## src/rtl/sat_pwrseq_pkg.sv

```systemverilog
package sat_pwrseq_pkg;
  localparam int CTL_W   = 32;
  localparam int NPORT   = 2;
  localparam int GRP_W   = 6;
  localparam int CORE_B  = 0;
  localparam int MLP_B   = 2;
  localparam int SLP_B   = 3;
  localparam int PORT_BASE [NPORT] = '{12, 24};
  // offsets inside a port group
  localparam int SYN_RST = 0;
  localparam int LN_RST  = 1;
  localparam int POR_RST = 2;
  localparam int TX_PWR  = 3;
  localparam int RX_PWR  = 4;
  localparam int SYN_PWR = 5;

  // declaration order is the release order
  typedef enum logic [3:0] {
    ST_IDLE, ST_CLR, ST_PWR, ST_POR0, ST_POR1, ST_CFG,
    ST_PRE, ST_LANE, ST_CORE, ST_POLL, ST_DONE
  } seq_st_e;
endpackage

```

## src/rtl/sat_pwrseq_timer.sv

```systemverilog
module sat_pwrseq_timer #(
  parameter int TW = 16
) (
  input  logic          clk_i,
  input  logic          rst_ni,
  input  logic          load_i,
  input  logic [TW-1:0] val_i,
  output logic          zero_o
);
  logic [TW-1:0] cnt_q;

  always_ff @(posedge clk_i or negedge rst_ni) begin
    if (!rst_ni)          cnt_q <= '0;
    else if (load_i)      cnt_q <= val_i;
    else if (cnt_q != '0) cnt_q <= cnt_q - 1'b1;
  end

  assign zero_o = (cnt_q == '0);
endmodule

```

## src/rtl/sat_pwrseq_fsm.sv

```systemverilog
module sat_pwrseq_fsm
  import sat_pwrseq_pkg::*;
#(
  parameter int SHORT_CYC = 15000,
  parameter int LONG_CYC  = 50000,
  parameter int GAP_CYC   = 500,
  parameter int POLL_MAX  = 10000,
  parameter int TW        = 16
) (
  input  logic          clk_i,
  input  logic          rst_ni,
  input  logic          start_i,
  input  logic          cfg_done_i,
  input  logic [1:0]    phy_rdy_i,
  input  logic          tmr_zero_i,
  output logic          tmr_load_o,
  output logic [TW-1:0] tmr_val_o,
  output seq_st_e       st_o,
  output logic          cfg_req_o,
  output logic          done_o,
  output logic          timeout_o,
  output logic [1:0]    port_up_o
);
  localparam int PW = $clog2(POLL_MAX + 1);
  localparam logic [TW-1:0] SHORT_V = TW'(SHORT_CYC - 1);
  localparam logic [TW-1:0] LONG_V  = TW'(LONG_CYC - 1);
  localparam logic [TW-1:0] GAP_V   = TW'(GAP_CYC - 1);
  localparam logic [PW-1:0] LAST_P  = PW'(POLL_MAX - 1);

  seq_st_e       st_q, st_d;
  logic [PW-1:0] poll_q;
  logic          both_rdy, last_poll, finish;

  assign both_rdy  = &phy_rdy_i;
  assign last_poll = (poll_q == LAST_P);
  assign finish    = (st_q == ST_POLL) && tmr_zero_i && (both_rdy || last_poll);

  always_comb begin
    st_d       = st_q;
    tmr_load_o = 1'b0;
    tmr_val_o  = '0;
    unique case (st_q)
      ST_IDLE, ST_DONE:
        if (start_i) begin st_d = ST_CLR; tmr_load_o = 1'b1; tmr_val_o = SHORT_V; end
      ST_CLR:
        if (tmr_zero_i) begin st_d = ST_PWR; tmr_load_o = 1'b1; tmr_val_o = LONG_V; end
      ST_PWR:
        if (tmr_zero_i) begin st_d = ST_POR0; tmr_load_o = 1'b1; tmr_val_o = LONG_V; end
      ST_POR0:
        if (tmr_zero_i) begin st_d = ST_POR1; tmr_load_o = 1'b1; tmr_val_o = LONG_V; end
      ST_POR1:
        if (tmr_zero_i) st_d = ST_CFG;
      ST_CFG:
        if (cfg_done_i) begin st_d = ST_PRE; tmr_load_o = 1'b1; tmr_val_o = LONG_V; end
      ST_PRE:
        if (tmr_zero_i) begin st_d = ST_LANE; tmr_load_o = 1'b1; tmr_val_o = SHORT_V; end
      ST_LANE:
        if (tmr_zero_i) st_d = ST_CORE;
      ST_CORE: begin
        st_d = ST_POLL; tmr_load_o = 1'b1; tmr_val_o = '0;
      end
      ST_POLL:
        if (finish) st_d = ST_DONE;
        else if (tmr_zero_i) begin tmr_load_o = 1'b1; tmr_val_o = GAP_V; end
      default: st_d = ST_IDLE;
    endcase
  end

  always_ff @(posedge clk_i or negedge rst_ni) begin
    if (!rst_ni) begin
      st_q      <= ST_IDLE;
      poll_q    <= '0;
      done_o    <= 1'b0;
      timeout_o <= 1'b0;
      port_up_o <= 2'b00;
    end else begin
      st_q <= st_d;
      if (st_q == ST_CORE) poll_q <= '0;
      else if (st_q == ST_POLL && tmr_zero_i && !finish) poll_q <= poll_q + 1'b1;
      if (finish) begin
        done_o    <= 1'b1;
        timeout_o <= !both_rdy;
        port_up_o <= phy_rdy_i;
      end else if (st_q == ST_DONE && start_i) begin
        done_o    <= 1'b0;
        timeout_o <= 1'b0;
        port_up_o <= 2'b00;
      end
    end
  end

  assign st_o      = st_q;
  assign cfg_req_o = (st_q == ST_CFG);


  cfg_release_chk: assert property (@(posedge clk_i) disable iff (!rst_ni)
    $fell(cfg_req_o) |-> $past(cfg_done_i));

  timeout_done_chk: assert property (@(posedge clk_i) disable iff (!rst_ni)
    timeout_o |-> done_o);

  ready_done_chk: assert property (@(posedge clk_i) disable iff (!rst_ni)
    ($rose(done_o) && !timeout_o) |-> $past(&phy_rdy_i));

  busy_start_chk: assert property (@(posedge clk_i) disable iff (!rst_ni)
    (start_i && !(st_q inside {ST_IDLE, ST_DONE, ST_CLR})) |=> (st_q != ST_CLR));
endmodule

```

## src/rtl/sat_pwrseq_ctl.sv

```systemverilog
module sat_pwrseq_ctl
  import sat_pwrseq_pkg::*;
(
  input  logic             clk_i,
  input  logic             rst_ni,
  input  seq_st_e          st_i,
  output logic [CTL_W-1:0] ctl_o,
  output logic             timer_scale_o
);
  logic pwr_on, lane_rel, core_rel;
  logic [NPORT-1:0] por_rel;
  logic [NPORT-1:0][GRP_W-1:0] grp;

  assign pwr_on     = (st_i >= ST_PWR);
  assign por_rel[0] = (st_i >= ST_POR0);
  assign por_rel[1] = (st_i >= ST_POR1);
  assign lane_rel   = (st_i >= ST_LANE);
  assign core_rel   = (st_i >= ST_CORE);

  for (genvar g = 0; g < NPORT; g++) begin : g_port
    always_comb begin
      grp[g]          = '0;
      grp[g][SYN_RST] = lane_rel;
      grp[g][LN_RST]  = lane_rel;
      grp[g][POR_RST] = por_rel[g];
      grp[g][TX_PWR]  = pwr_on;
      grp[g][RX_PWR]  = pwr_on;
      grp[g][SYN_PWR] = pwr_on;
    end
  end

  always_comb begin
    ctl_o         = '0;
    ctl_o[CORE_B] = core_rel;
    ctl_o[MLP_B]  = core_rel;
    ctl_o[SLP_B]  = core_rel;
    for (int p = 0; p < NPORT; p++)
      ctl_o[PORT_BASE[p] +: GRP_W] = grp[p];
  end

  assign timer_scale_o = core_rel;


  por_order_chk: assert property (@(posedge clk_i) disable iff (!rst_ni)
    ctl_o[PORT_BASE[1] + POR_RST] |-> ctl_o[PORT_BASE[0] + POR_RST]);

  core_after_lane_chk: assert property (@(posedge clk_i) disable iff (!rst_ni)
    ctl_o[CORE_B] |-> (timer_scale_o && ctl_o[PORT_BASE[0] + LN_RST] && ctl_o[PORT_BASE[1] + SYN_RST]));
endmodule

```

## src/rtl/sat_pwrseq.sv

```systemverilog
module sat_pwrseq
  import sat_pwrseq_pkg::*;
#(
  parameter int SHORT_CYC = 15000,
  parameter int LONG_CYC  = 50000,
  parameter int GAP_CYC   = 500,
  parameter int POLL_MAX  = 10000
) (
  input  logic        clk_i,
  input  logic        rst_ni,
  input  logic        start_i,
  input  logic        cfg_done_i,
  input  logic [1:0]  phy_rdy_i,
  output logic [31:0] ctl_o,
  output logic        timer_scale_o,
  output logic        cfg_req_o,
  output logic        done_o,
  output logic        timeout_o,
  output logic [1:0]  port_up_o
);
  localparam int MAXD = (LONG_CYC > SHORT_CYC) ?
                        ((LONG_CYC > GAP_CYC) ? LONG_CYC : GAP_CYC) :
                        ((SHORT_CYC > GAP_CYC) ? SHORT_CYC : GAP_CYC);
  localparam int TW = $clog2(MAXD + 1);

  logic          tmr_load, tmr_zero;
  logic [TW-1:0] tmr_val;
  seq_st_e       st;

  sat_pwrseq_timer #(.TW(TW)) u_tmr (
    .clk_i (clk_i), .rst_ni(rst_ni), .load_i(tmr_load),
    .val_i (tmr_val), .zero_o(tmr_zero)
  );

  sat_pwrseq_fsm #(
    .SHORT_CYC(SHORT_CYC), .LONG_CYC(LONG_CYC),
    .GAP_CYC(GAP_CYC), .POLL_MAX(POLL_MAX), .TW(TW)
  ) u_fsm (
    .clk_i     (clk_i),      .rst_ni    (rst_ni),
    .start_i   (start_i),    .cfg_done_i(cfg_done_i),
    .phy_rdy_i (phy_rdy_i),  .tmr_zero_i(tmr_zero),
    .tmr_load_o(tmr_load),   .tmr_val_o (tmr_val),
    .st_o      (st),         .cfg_req_o (cfg_req_o),
    .done_o    (done_o),     .timeout_o (timeout_o),
    .port_up_o (port_up_o)
  );

  sat_pwrseq_ctl u_ctl (
    .clk_i(clk_i), .rst_ni(rst_ni), .st_i(st),
    .ctl_o(ctl_o), .timer_scale_o(timer_scale_o)
  );
endmodule

```

## config.mk

```make
export PLATFORM = sky130hd
export DESIGN_NAME = sat_pwrseq
export DESIGN_NICKNAME = d
export VERILOG_FILES = /design/src/rtl/sat_pwrseq_pkg.sv /design/src/rtl/sat_pwrseq_timer.sv /design/src/rtl/sat_pwrseq_fsm.sv /design/src/rtl/sat_pwrseq_ctl.sv /design/src/rtl/sat_pwrseq.sv
export SDC_FILE = /design/constraint.sdc
export NUM_CORES = 1
export LEC_CHECK = 0
export ABC_AREA = 1
export CAP_MARGIN = 0
export CELL_PAD_IN_SITES_DETAIL_PLACEMENT = 1
export CELL_PAD_IN_SITES_GLOBAL_PLACEMENT = 2
export CORE_MARGIN = 5
export CORE_UTILIZATION = 33
export DETAILED_ROUTE_END_ITERATION = 10
export HOLD_SLACK_MARGIN = 0.1
export PLACE_DENSITY_LB_ADDON = 0.1
export SETUP_SLACK_MARGIN = 0.3
export SKIP_CTS_REPAIR_TIMING = 1
export SLEW_MARGIN = 30
export SYNTH_ARGS = -nofsm -noshare
export SYNTH_HDL_FRONTEND = slang
export SYNTH_HIERARCHICAL = 1
export SYNTH_SLANG_ARGS = --single-unit
```

## constraint.sdc

```tcl
create_clock -name clk_i -period 6.1 [get_ports clk_i]
set_clock_uncertainty 0.15 [all_clocks]
set_input_delay 0.61 -clock clk_i [delete_from_list [all_inputs] [get_ports clk_i]]
set_output_delay 0.61 -clock clk_i [all_outputs]
set_load 0.005 [all_outputs]
```

==> flow_metrics.tcl <==
set metrics [dict create \
    rsz0062_at_grt "no" \
    max_slew_margin_pct 56.4 \
    fmax_ghz 0.261 \
    fp.dieH_um 106 \
    cts_root_buf "clkbuf_8" \
    grt_pass1_wl_um 12800 \
    leakage_uw 0.00169 \
    dieArea_um2 11100 \
    hpwlAfterDp_um 5800 \
    crit_top_cell "inv_1" \
    postLayoutCoreUtil_pct 37.2 \
    drt_iter0_drc 69 \
    hold_viol 0 \
    peakVddDrop_v 0.000147 \
    min_period_ns 3.82 \
    grt_max_degree 39 \
    ys.flop_type "dfrtp_1" \
    placed_area_um2 3130 \
    avgRoutedWirePerCell_um 13.7 \
    cts_tree "done" \
    drv_slew 0 \
    pin_count 44 \
    worst_ep_arrival_time_ns 3.85 \
    cts.clk_slew.worst_paths_ns 0.08 \
    drv_cap 0 \
    powerDensity_nw_per_um2 453 \
    drc 0 \
    fin_crit_sh_pct 62.7 \
    slowest_stage "nand3_1" \
    crit_chain "inv_1 -> ha_1 -> nand2_4 -> nor2_4 -> nand3_1 -> nor3_1 -> inv_1 -> o21ai_0 -> inv_1 -> nand3_1 -> inv_1 -> or2_2 -> nand2_1 -> nor2_1" \
    grt_pass1_vias 2589 \
    syn_area_um2 3010 \
    seq_area_frac_synth_pct 31.5 \
    ys_seq_elements 38 \
    drive_gt1_share_pct 11.4 \
    setup_violations 0 \
    critical_path.max_fanout 20 \
    hold_class "input port to async pin" \
    area.growth.synth_to_final_pct 8.68 \
    worstMarginPinSlew_ns 0.652 \
    ys_warn_count 6 \
    htreeDepth 2 \
    fin_nets 444 \
    worstReg2RegStart "u_tmr/cnt_q[0]" \
    die_width_um 106 \
    overflow 0 \
    ant_nets 0 \
    wl_um 7480 \
    vias 2528 \
    power_uw 1490 \
    critPathRequiredTime_ns 6.13 \
    final_area_um2 3280 \
    initial_utilization_pct 34.2 \
    core_region_area_um2 8810 \
    avgSynthCellArea_um2 6.98 \
    worst-setup-path-type "flip-flop to flip-flop" \
    core.rowCount 34 \
    cts_max_path_buffers 2 \
    place.gp.congestion 0.762 \
    io_buffer_count 26 \
    cts_made_buffers 5 \
    outcome "finished clean" \
    endpoint_kind "flip-flop" \
    crit_path_start "u_tmr/cnt_q[0]" \
    synth-edff-count 0 \
    max_stage_delay_ns 0.53 \
    antenna_found_initial 0 \
    synthCells 432 \
    n_antenna_cell 0 \
    ys_async_sr_fraction_pct 100 \
    clock_latency_ns 0.29 \
    clock-sinks 38 \
    vias_per_cell 4.64 \
    track_usage_pct 14.1 \
    setup_tns_ns 0 \
    startpoint_type "flip-flop" \
    drt_pass1_iterations 4 \
    yosysUniqueCellTypes 36 \
]
## cell usage after synthesis (all sizes together) (2+ instances only)
| library cell | number | share of area, % |
|---|---|---|
| nand2 | 139 | 19 |
| nor2 | 49 | 8.5 |
| inv | 48 | 6.1 |
| nand3 | 46 | 9.2 |
| buf | 44 | 11 |
| dfrtp | 38 | 32 |
| o21ai | 23 | 4.3 |
| xor2 | 8 | 2.3 |
| nand3b | 6 | 1.5 |
| nand4 | 6 | 1.2 |
| a21oi | 5 | 0.83 |
| o21bai | 5 | 1.6 |
| nor3 | 3 | 0.50 |
| conb | 2 | 0.25 |
| ha | 2 | 0.83 |
| xnor2 | 2 | 0.58 |
## routing by layer
metal	GRT usage, %	up-vias	share of wire, %
met5	0	-	0
met4	3.61	0	0.98
met3	1.83	7	2.8
met2	23.9	36	47
met1	19.0	1179	50
li1	-	1306	-
## critical path, delay by kind of cell (launching register included)
kind / cells / cell delay (ns)
simple gates: 8 / 1.72
buf+inv: 4 / 0.77
flops: 1 / 0.41
compound gates: 1 / 0.39
fa+ha+maj: 1 / 0.27
## final timing paths
path                                      endpoint  slack, ns  depth (start not counted)
worst max-delay path               u_tmr/cnt_q[12]       2.28                         14
worst min-delay path               u_tmr/cnt_q[15]       0.14                          1
worst max register to register     u_tmr/cnt_q[12]       2.28                         14
worst min register to register        u_fsm/done_o       0.35                          2
max in group asynchronous       u_fsm/port_up_o[1]       5.28                          1
min in group clk_i                    u_fsm/done_o       0.35                          2
## report_power, final
| group | leakage [uW] | internal (uW) | switching, uW | total [uW] |
|---|---|---|---|---|
| Combinational | 0.00113 | 304 | 469 | 773 |
| Sequential | 0.000490 | 333 | 107 | 441 |
| Clock | 0.0000714 | 175 | 96.8 | 271 |
| Total | 0.00169 | 812 | 673 | 1490 |
## cells in the final DEF, fill, tap and decap left out
cell type,netlist,routed
o21ai_1,4,4
o21ai_2,4,4
nand3b_1,6,6
nand3_2,2,2
clkinv_1,1,1
nand3_1,41,41
o21ai_0,15,15
or2_2,1,1
nand2_4,2,2
a21o_1,1,1
nor3_1,3,3
bufinv_16,0,2
nand2_2,9,9
conb_1,2,18
nor2_4,5,5
nor2_8,1,1
inv_1,44,44
nand4_1,6,6
xnor2_1,2,2
nor2_1,36,36
nand2_1,128,128
o21bai_1,2,2
ha_1,2,2
and2_1,1,1
inv_4,2,2
clkdlybuf4s50_1,0,25
o22ai_1,1,1
dfrtp_1,38,38
buf_4,39,1
xor2_1,8,8
nor2_2,7,7
a21oi_1,5,5
clkbuf_8,0,6
inv_2,2,2
o21bai_2,3,3
nand3_4,3,3
## sequential cells by signal, indices dropped and copies added (netlist names)
register / flops
u_fsm/timeout_o: 1
u_fsm/st_o: 4
u_fsm/done_o: 1
u_tmr/cnt_q: 16
u_fsm/poll_q: 14
u_fsm/port_up_o: 2
## final cells by class
cell class                 instances  area (um^2)
clock inverter                     2         60.1
clock buffer                       6         82.6
multi-input combinational        316         1600
sequential                        38          951
tap                              108          135
fill                            1121         5530
timing repair buffer              26          258
inverter                          49          189
## through the flow
step	worst slack, ns	std cells	hold slack [ns]
2_1_floorplan	3.37	448	0.164
3_3_place_gp	2.42	537	0.325
3_5_place_dp	2.24	537	0.322
4_1_cts	2.22	545	0.165
5_1_grt	1.81	545	0.189
6_report	2.28	545	0.139
## cells by family after synthesis
logic type	count (synthesis)	share of synthesized area, %
compound gates	35	7.22
fa+ha+maj	2	0.830
xor+xnor	10	2.91
other cells	2	0.249
flops	38	31.5
simple gates	251	39.9
buf+inv	94	17.4
Power figures use the tool's default switching activity.
